**config.mk**
```make
export PLATFORM = sky130hd
export DESIGN_NAME = dma_region_gate
export DESIGN_NICKNAME = d
export VERILOG_FILES = /design/src/rtl/dma_region_gate_pkg.sv /design/src/rtl/region_regfile.sv /design/src/rtl/region_match.sv /design/src/rtl/dma_region_gate.sv
export SDC_FILE = /design/constraint.sdc
export NUM_CORES = 2
export LEC_CHECK = 0
export BUFFER_PORTS_ARGS = -buffer_cell sky130_fd_sc_hd__buf_4
export CAP_MARGIN = 20
export CORE_MARGIN = 1
export CORE_UTILIZATION = 60
export CTS_BUF_LIST = sky130_fd_sc_hd__clkbuf_16
export CTS_CLUSTER_SIZE = 20
export DETAILED_ROUTE_END_ITERATION = 7
export PLACE_DENSITY = 0.77
export SYNTH_ARGS = -nofsm -noshare
export SYNTH_HDL_FRONTEND = slang
export SYNTH_HIERARCHICAL = 1
export SYNTH_SLANG_ARGS = --single-unit
```
**constraint.sdc**
```tcl
create_clock -name clk -period 6.9 [get_ports clk]
set_input_delay 2.07 -clock clk [delete_from_list [all_inputs] [get_ports clk]]
set_output_delay 2.07 -clock clk [all_outputs]
set_load 0.05 [all_outputs]
```
**src/rtl/dma_region_gate_pkg.sv**
```systemverilog
`timescale 1ns/1ps
// Shared constants and types for the DMA allow-list filter.
// Assumes a 32-bit register word and 4 KiB page granularity.
package dma_region_gate_pkg;
    localparam int FLAG_W        = 8;
    localparam int PAGE_SHIFT    = 12;
    localparam int PACKED_SIZE_W = 24;
    localparam int SPLIT_SIZE_W  = 30;
    localparam int CMP_W         = 33;

    // Register group selected by byte offset bits [7:6]
    typedef enum logic [1:0] {
        GRP_CFG  = 2'd0,
        GRP_BASE = 2'd1,
        GRP_SIZE = 2'd2,
        GRP_NONE = 2'd3
    } reg_grp_e;

    // One window: flags, base page, length in pages (widest form)
    typedef struct packed {
        logic [FLAG_W-1:0]       flags;
        logic [31:0]             base;
        logic [SPLIT_SIZE_W-1:0] size;
    } region_t;
endpackage

```
**src/rtl/region_regfile.sv**
```systemverilog
`timescale 1ns/1ps
// Holds the window table and serves the register port.
// Assumes at most 16 entries (4-bit index in offset bits [5:2]).
// The field layout is chosen by SPLIT_LAYOUT; reads are combinational.
module region_regfile
    import dma_region_gate_pkg::*;
#(
    parameter int NUM_ENTRIES  = 16,
    parameter bit SPLIT_LAYOUT = 1'b0,
    parameter int BASE_W       = 28,
    parameter logic [NUM_ENTRIES*8-1:0]  BOOT_FLAGS = '0,
    parameter logic [NUM_ENTRIES*32-1:0] BOOT_BASE  = '0,
    parameter logic [NUM_ENTRIES*32-1:0] BOOT_SIZE  = '0
) (
    input  logic        clk,
    input  logic        rst_n,
    input  logic        wr_en,
    input  logic [7:0]  addr,
    input  logic [31:0] wdata,
    output logic [31:0] rdata,
    output region_t     regions [NUM_ENTRIES]
);
    localparam int SIZE_W = SPLIT_LAYOUT ? SPLIT_SIZE_W : PACKED_SIZE_W;
    localparam logic [32:0] BASE_MASK_X = (33'h1 << BASE_W) - 33'h1;
    localparam logic [30:0] SIZE_MASK_X = (31'h1 << SIZE_W) - 31'h1;
    localparam logic [31:0] BASE_MASK   = BASE_MASK_X[31:0];
    localparam logic [SPLIT_SIZE_W-1:0] SIZE_MASK = SIZE_MASK_X[SPLIT_SIZE_W-1:0];

    reg_grp_e   grp;
    logic [3:0] idx;
    logic       in_range;
    logic       sel_ok;

    // Build one preset entry from the boot parameters
    function automatic region_t boot_entry(input int i);
        region_t r;
        r.flags = BOOT_FLAGS[i*8 +: 8];
        r.base  = BOOT_BASE[i*32 +: 32] & BASE_MASK;
        r.size  = BOOT_SIZE[i*32 +: SPLIT_SIZE_W] & SIZE_MASK;
        return r;
    endfunction

    generate
        if (NUM_ENTRIES >= 16) begin : g_full
            assign in_range = 1'b1;
        end else begin : g_part
            assign in_range = ({1'b0, idx} < 5'(NUM_ENTRIES));
        end
    endgenerate

    // Decode the byte offset into group, index and a legality flag
    always_comb begin
        grp    = reg_grp_e'(addr[7:6]);
        idx    = addr[5:2];
        sel_ok = (addr[1:0] == 2'b00) && in_range && (grp != GRP_NONE)
                 && !((grp == GRP_SIZE) && !SPLIT_LAYOUT);
    end

    // Table storage: preset on reset, updated by legal writes
    always_ff @(posedge clk) begin
        if (!rst_n) begin
            for (int i = 0; i < NUM_ENTRIES; i++) begin
                regions[i] <= boot_entry(i);
            end
        end else if (wr_en && sel_ok) begin
            case (grp)
                GRP_CFG: begin
                    if (SPLIT_LAYOUT) begin
                        regions[idx].flags <= wdata[7:0];
                    end else begin
                        regions[idx].flags <= wdata[31:24];
                        regions[idx].size  <= {6'b0, wdata[23:0]};
                    end
                end
                GRP_BASE: regions[idx].base <= wdata & BASE_MASK;
                GRP_SIZE: regions[idx].size <= wdata[29:0] & SIZE_MASK;
                default: ;
            endcase
        end
    end

    // Read mux: zero for anything not mapped
    always_comb begin
        rdata = '0;
        if (sel_ok) begin
            case (grp)
                GRP_CFG:  rdata = SPLIT_LAYOUT ? {24'b0, regions[idx].flags}
                                               : {regions[idx].flags, regions[idx].size[23:0]};
                GRP_BASE: rdata = regions[idx].base;
                GRP_SIZE: rdata = {2'b0, regions[idx].size};
                default:  rdata = '0;
            endcase
        end
    end
endmodule

```
**src/rtl/region_match.sv**
```systemverilog
`timescale 1ns/1ps
// Compares one request page against every window in parallel.
// Assumes page-granular windows; the top bound is exclusive.
module region_match
    import dma_region_gate_pkg::*;
#(
    parameter int NUM_ENTRIES = 16,
    parameter int PAGE_W      = 28
) (
    input  region_t           regions [NUM_ENTRIES],
    input  logic [PAGE_W-1:0] page,
    output logic [NUM_ENTRIES-1:0] hit_vec
);
    logic [CMP_W-1:0] page_x;

    // Widen the request page for overflow-free comparison
    always_comb page_x = CMP_W'(page);

    generate
        for (genvar g = 0; g < NUM_ENTRIES; g++) begin : g_ent
            logic [CMP_W-1:0] lo;
            logic [CMP_W-1:0] hi;
            // Per-entry window bounds and hit decision
            always_comb begin
                lo         = {1'b0, regions[g].base};
                hi         = lo + CMP_W'(regions[g].size);
                hit_vec[g] = (|regions[g].flags) && (page_x >= lo) && (page_x < hi);
            end
        end
    endgenerate
endmodule

```
**src/rtl/dma_region_gate.sv**
```systemverilog
`timescale 1ns/1ps
// DMA address allow-list filter top level.
// Checks each request against the window table and registers the
// verdict; the address is forwarded unmodified. Assumes ADDR_W <= 44.
module dma_region_gate
    import dma_region_gate_pkg::*;
#(
    parameter int ADDR_W       = 40,
    parameter int NUM_ENTRIES  = 16,
    parameter bit SPLIT_LAYOUT = 1'b0,
    parameter logic [NUM_ENTRIES*8-1:0]  BOOT_FLAGS = {8'hFF, {(NUM_ENTRIES-1){8'h00}}},
    parameter logic [NUM_ENTRIES*32-1:0] BOOT_BASE  = {32'h0000_0080, {(NUM_ENTRIES-1){32'h0}}},
    parameter logic [NUM_ENTRIES*32-1:0] BOOT_SIZE  = {32'h0000_0004, {(NUM_ENTRIES-1){32'h0}}}
) (
    input  logic              clk,
    input  logic              rst_n,
    input  logic              reg_wr_en,
    input  logic [7:0]        reg_addr,
    input  logic [31:0]       reg_wdata,
    output logic [31:0]       reg_rdata,
    input  logic              dma_req_valid,
    input  logic [ADDR_W-1:0] dma_req_addr,
    output logic              dma_resp_valid,
    output logic              dma_allow,
    output logic              dma_deny,
    output logic [ADDR_W-1:0] dma_fwd_addr
);
    localparam int PAGE_W = ADDR_W - PAGE_SHIFT;
    localparam int BASE_W = (PAGE_W > 32) ? 32 : PAGE_W;

    region_t                regions [NUM_ENTRIES];
    logic [NUM_ENTRIES-1:0] hit_vec;
    logic                   hit_any;

    region_regfile #(
        .NUM_ENTRIES (NUM_ENTRIES),
        .SPLIT_LAYOUT(SPLIT_LAYOUT),
        .BASE_W      (BASE_W),
        .BOOT_FLAGS  (BOOT_FLAGS),
        .BOOT_BASE   (BOOT_BASE),
        .BOOT_SIZE   (BOOT_SIZE)
    ) u_regs (
        .clk    (clk),
        .rst_n  (rst_n),
        .wr_en  (reg_wr_en),
        .addr   (reg_addr),
        .wdata  (reg_wdata),
        .rdata  (reg_rdata),
        .regions(regions)
    );

    region_match #(
        .NUM_ENTRIES(NUM_ENTRIES),
        .PAGE_W     (PAGE_W)
    ) u_match (
        .regions(regions),
        .page   (dma_req_addr[ADDR_W-1:PAGE_SHIFT]),
        .hit_vec(hit_vec)
    );

    // Any active window containing the page grants access
    always_comb hit_any = |hit_vec;

    // Register the verdict and the pass-through address
    always_ff @(posedge clk) begin
        if (!rst_n) begin
            dma_resp_valid <= 1'b0;
            dma_allow      <= 1'b0;
            dma_deny       <= 1'b0;
            dma_fwd_addr   <= '0;
        end else begin
            dma_resp_valid <= dma_req_valid;
            dma_allow      <= dma_req_valid && hit_any;
            dma_deny       <= dma_req_valid && !hit_any;
            dma_fwd_addr   <= dma_req_addr;
        end
    end
endmodule

```
==> out/metrics.yaml <==
status: "complete, but fails checks"
violations: "DRC"
netlist_area_sq_mm: 0.0904
die_area_sq_mm: 0.152
cts_buffers: 138
grt_pass1_wl_microns: 550000
holdBufCountCts: 0
num_vias: 90600
insertion_delay_ps: 800
syn-num-nets: 12100
ys_ff_latch: 1163
final_antenna_net_count: 0
peakVddDrop_mv: 0.211
htreeDepth: 4
die_h_microns: 390
wirelength_microns: 383000
worstMarginPinSlew_ps: 1260
yosys.cell_types.count: 117
synth_common_cells: "ha_1, dfxtp_1, nand2_1"
holdCritPathClass: "reg -> reg"
power.leakage_uw: 0.0415
grt_pass1_vias: 85700
slew_viol_final: 0
grt_start_max_net_pins: 119
drc_errors: 5
area.growth.synth_to_final_pct: 9.68
row_count: 142
cts_tree: "yes"
rsz0062_at_grt: "no"
synth.most_common_cell: "ha_1"
slowest_stage: "a31oi_1"
start_util_pct: 60.4
hpwl_microns: 297000
timing.final.crit_share_pct: 97.7
setup_viol: 0
clock-sinks: 1163
netlist.top_cell.by_area: "dfxtp_1"
fin_nets: 12200
syn_avg_cell_area_sq_um: 8.51
synth_top_area_share_pct: 25.8
firstDrtPassIters: 8
die_w_microns: 390
required_ps: 4830
crit_path_start_kind: "input port"
stdcell_area_sq_mm: 0.0991
dpl.cell_count: 12600
synth.area.top_cells: "dfxtp_1, ha_1, o21ai_0"
grt_usage_pct: 48.3
vias_per_cell: 7.06
gp_congestion: 1.09
layout_setup_ws_ps: 161
io_buffers: 158
yosys_warnings: 6
io_pins: 159
dominantRegCellSynth: "dfxtp_1"
relSlewSlack_pct: 15.9
crit_fanout: 32
drive_gt1_share_pct: 8.10
power.total_uw: 16400
wl_per_cell_microns: 29.9
max_stage_delay_ps: 610
worst-setup-path-type: "in -> out"
synth_edf_count: 0
max_cap_violations: 0
synth_cells: 10600
clk_pin_slew_ps: 50
p_per_area_mw_per_mm2: 165
finalClockSkew_ps: 38.5
end_kind: "output port"
overflow: 0
critPathArrivalTime_ps: 4670
core-area_sq_mm: 0.150
pre_cts_ws_ps: -514
antenna_found_initial: 14
cp_common_cell: "buf_4"
hold_viol: 0
ys_async_sr_fraction_pct: 0
synth-seq-area-share_pct: 25.8
clock_path_buffers: 3
cts_root_buf: "clkbuf_16"
layout.cells.non_filler: 12800
period_needed_ps: 6740
drtIter0Drc: 12200
path_cells: "buf_4, inv_1, ha_1, nand4b_1, buf_4, a2111oi_0, a31oi_1, nand3_1, buf_4"
fmax_mhz: 148
postPlaceCellArea_sq_mm: 0.0943
-- worst max-delay path, delay by kind of cell --
family	cells	cell delay, ps
buffers and inverters	4	870
AOI/OAI and AO/OA	2	740
and+or+nand+nor	2	600
adders and majority gates	1	330
-- layer usage --
layer	global-route usage (%)	wire length, microns
met3	12.8	49000
met1	60.0	142000
met2	73.0	161000
met4	32.6	30300
met5	0	69
-- report_power, final --
| part | leakage [uW] | internal, uW | total (uW) | switching, uW |
|---|---|---|---|---|
| combinational | 0.0298 | 591 | 1890 | 1300 |
| sequential | 0.00938 | 6730 | 6750 | 14.5 |
| clock | 0.00233 | 4430 | 7720 | 3290 |
| total | 0.0415 | 11800 | 16400 | 4600 |
-- cell type report --
| cell class | count | area [sq um] |
|---|---|---|
| Antenna cell | 10 | 25.0 |
| Clock buffer | 141 | 3530 |
| Clock inverter | 109 | 1140 |
| Fill cell | 12600 | 50500 |
| Inverter | 593 | 2230 |
| Multi-Input combinational cell | 8371 | 62900 |
| Sequential cell | 1163 | 23300 |
| Tap cell | 2016 | 2520 |
| Timing Repair Buffer | 419 | 3480 |
-- final timing paths --
kind	start	to	slack, ps	depth (start not counted)
min reg2reg	u_regs/regions[27]	u_regs/regions[27]	470	1
min	u_regs/regions[27]	u_regs/regions[27]	470	1
max	reg_addr[6]	reg_rdata[17]	160	9
max reg2reg	u_regs/regions[560]	dma_allow	200	27
-- metrics by stage --
step | hold slack, ps | setup TNS (ps) | utilization, %
after global routing | 487 | 0 | 66.2
after floorplan | 437 | 0 | -
final | 471 | 0 | 66.2
after detailed placement | 455 | -887 | 63.0
after global placement | 454 | -2160 | 63.0
after CTS | 475 | 0 | 66.2
-- cells in the final DEF (no fill, tap or decap), types with 26 or more instances in the layout --
master     Yosys  layout
a2111oi_0     67      63
a211o_1       28      28
a211oi_1     100     100
a21o_1       416     416
a21oi_1      636     629
a22o_1        49      49
a22oi_1      356     356
a31oi_1      110     110
and2_1       139     138
and3_1       157     157
and4_1        26      26
buf_4         31     392
clkbuf_16      0     141
dfxtp_1     1163    1163
ha_1        1364    1364
inv_1        593     610
mux2_2        36      36
mux2i_1      358     358
mux4_2        66      66
nand2_1      878     878
nand2b_1     144     144
nand3_1      188     188
nand4_1      151     151
nor2_1       549     547
nor2b_1      144     142
nor3_1        79      78
nor4_1        54      53
o2111ai_1     38      38
o211ai_1      42      42
o21a_1        89      89
o21ai_0      864     863
o21ai_1       54      51
o21bai_1      64      64
o2bb2ai_1    254     254
o31ai_1       32      32
xnor2_1      218     218
xor2_1       200     200
-- logic make-up (layout without fill, tap and decap cells) --
family	after synthesis	count (layout)	synth area share, %
muxes	460	460	6.06
AOI/OAI and AO/OA	3457	3457	25.5
other	0	10	0
DFF	1163	1163	25.8
xor gates and xnor gates	418	418	4.05
buffers and inverters	1078	1262	4.80
and+or+nand+nor	2656	2656	14.6
adders and majority gates	1380	1380	19.2
-- timing repair --
item | in CTS | in global routing
buffers inserted | 0 | 1
setup endpoints to repair | 2 | 2
pin swaps | 0 | 1
resized for setup | 3 | 2
(Power assumes the default switching activity.)
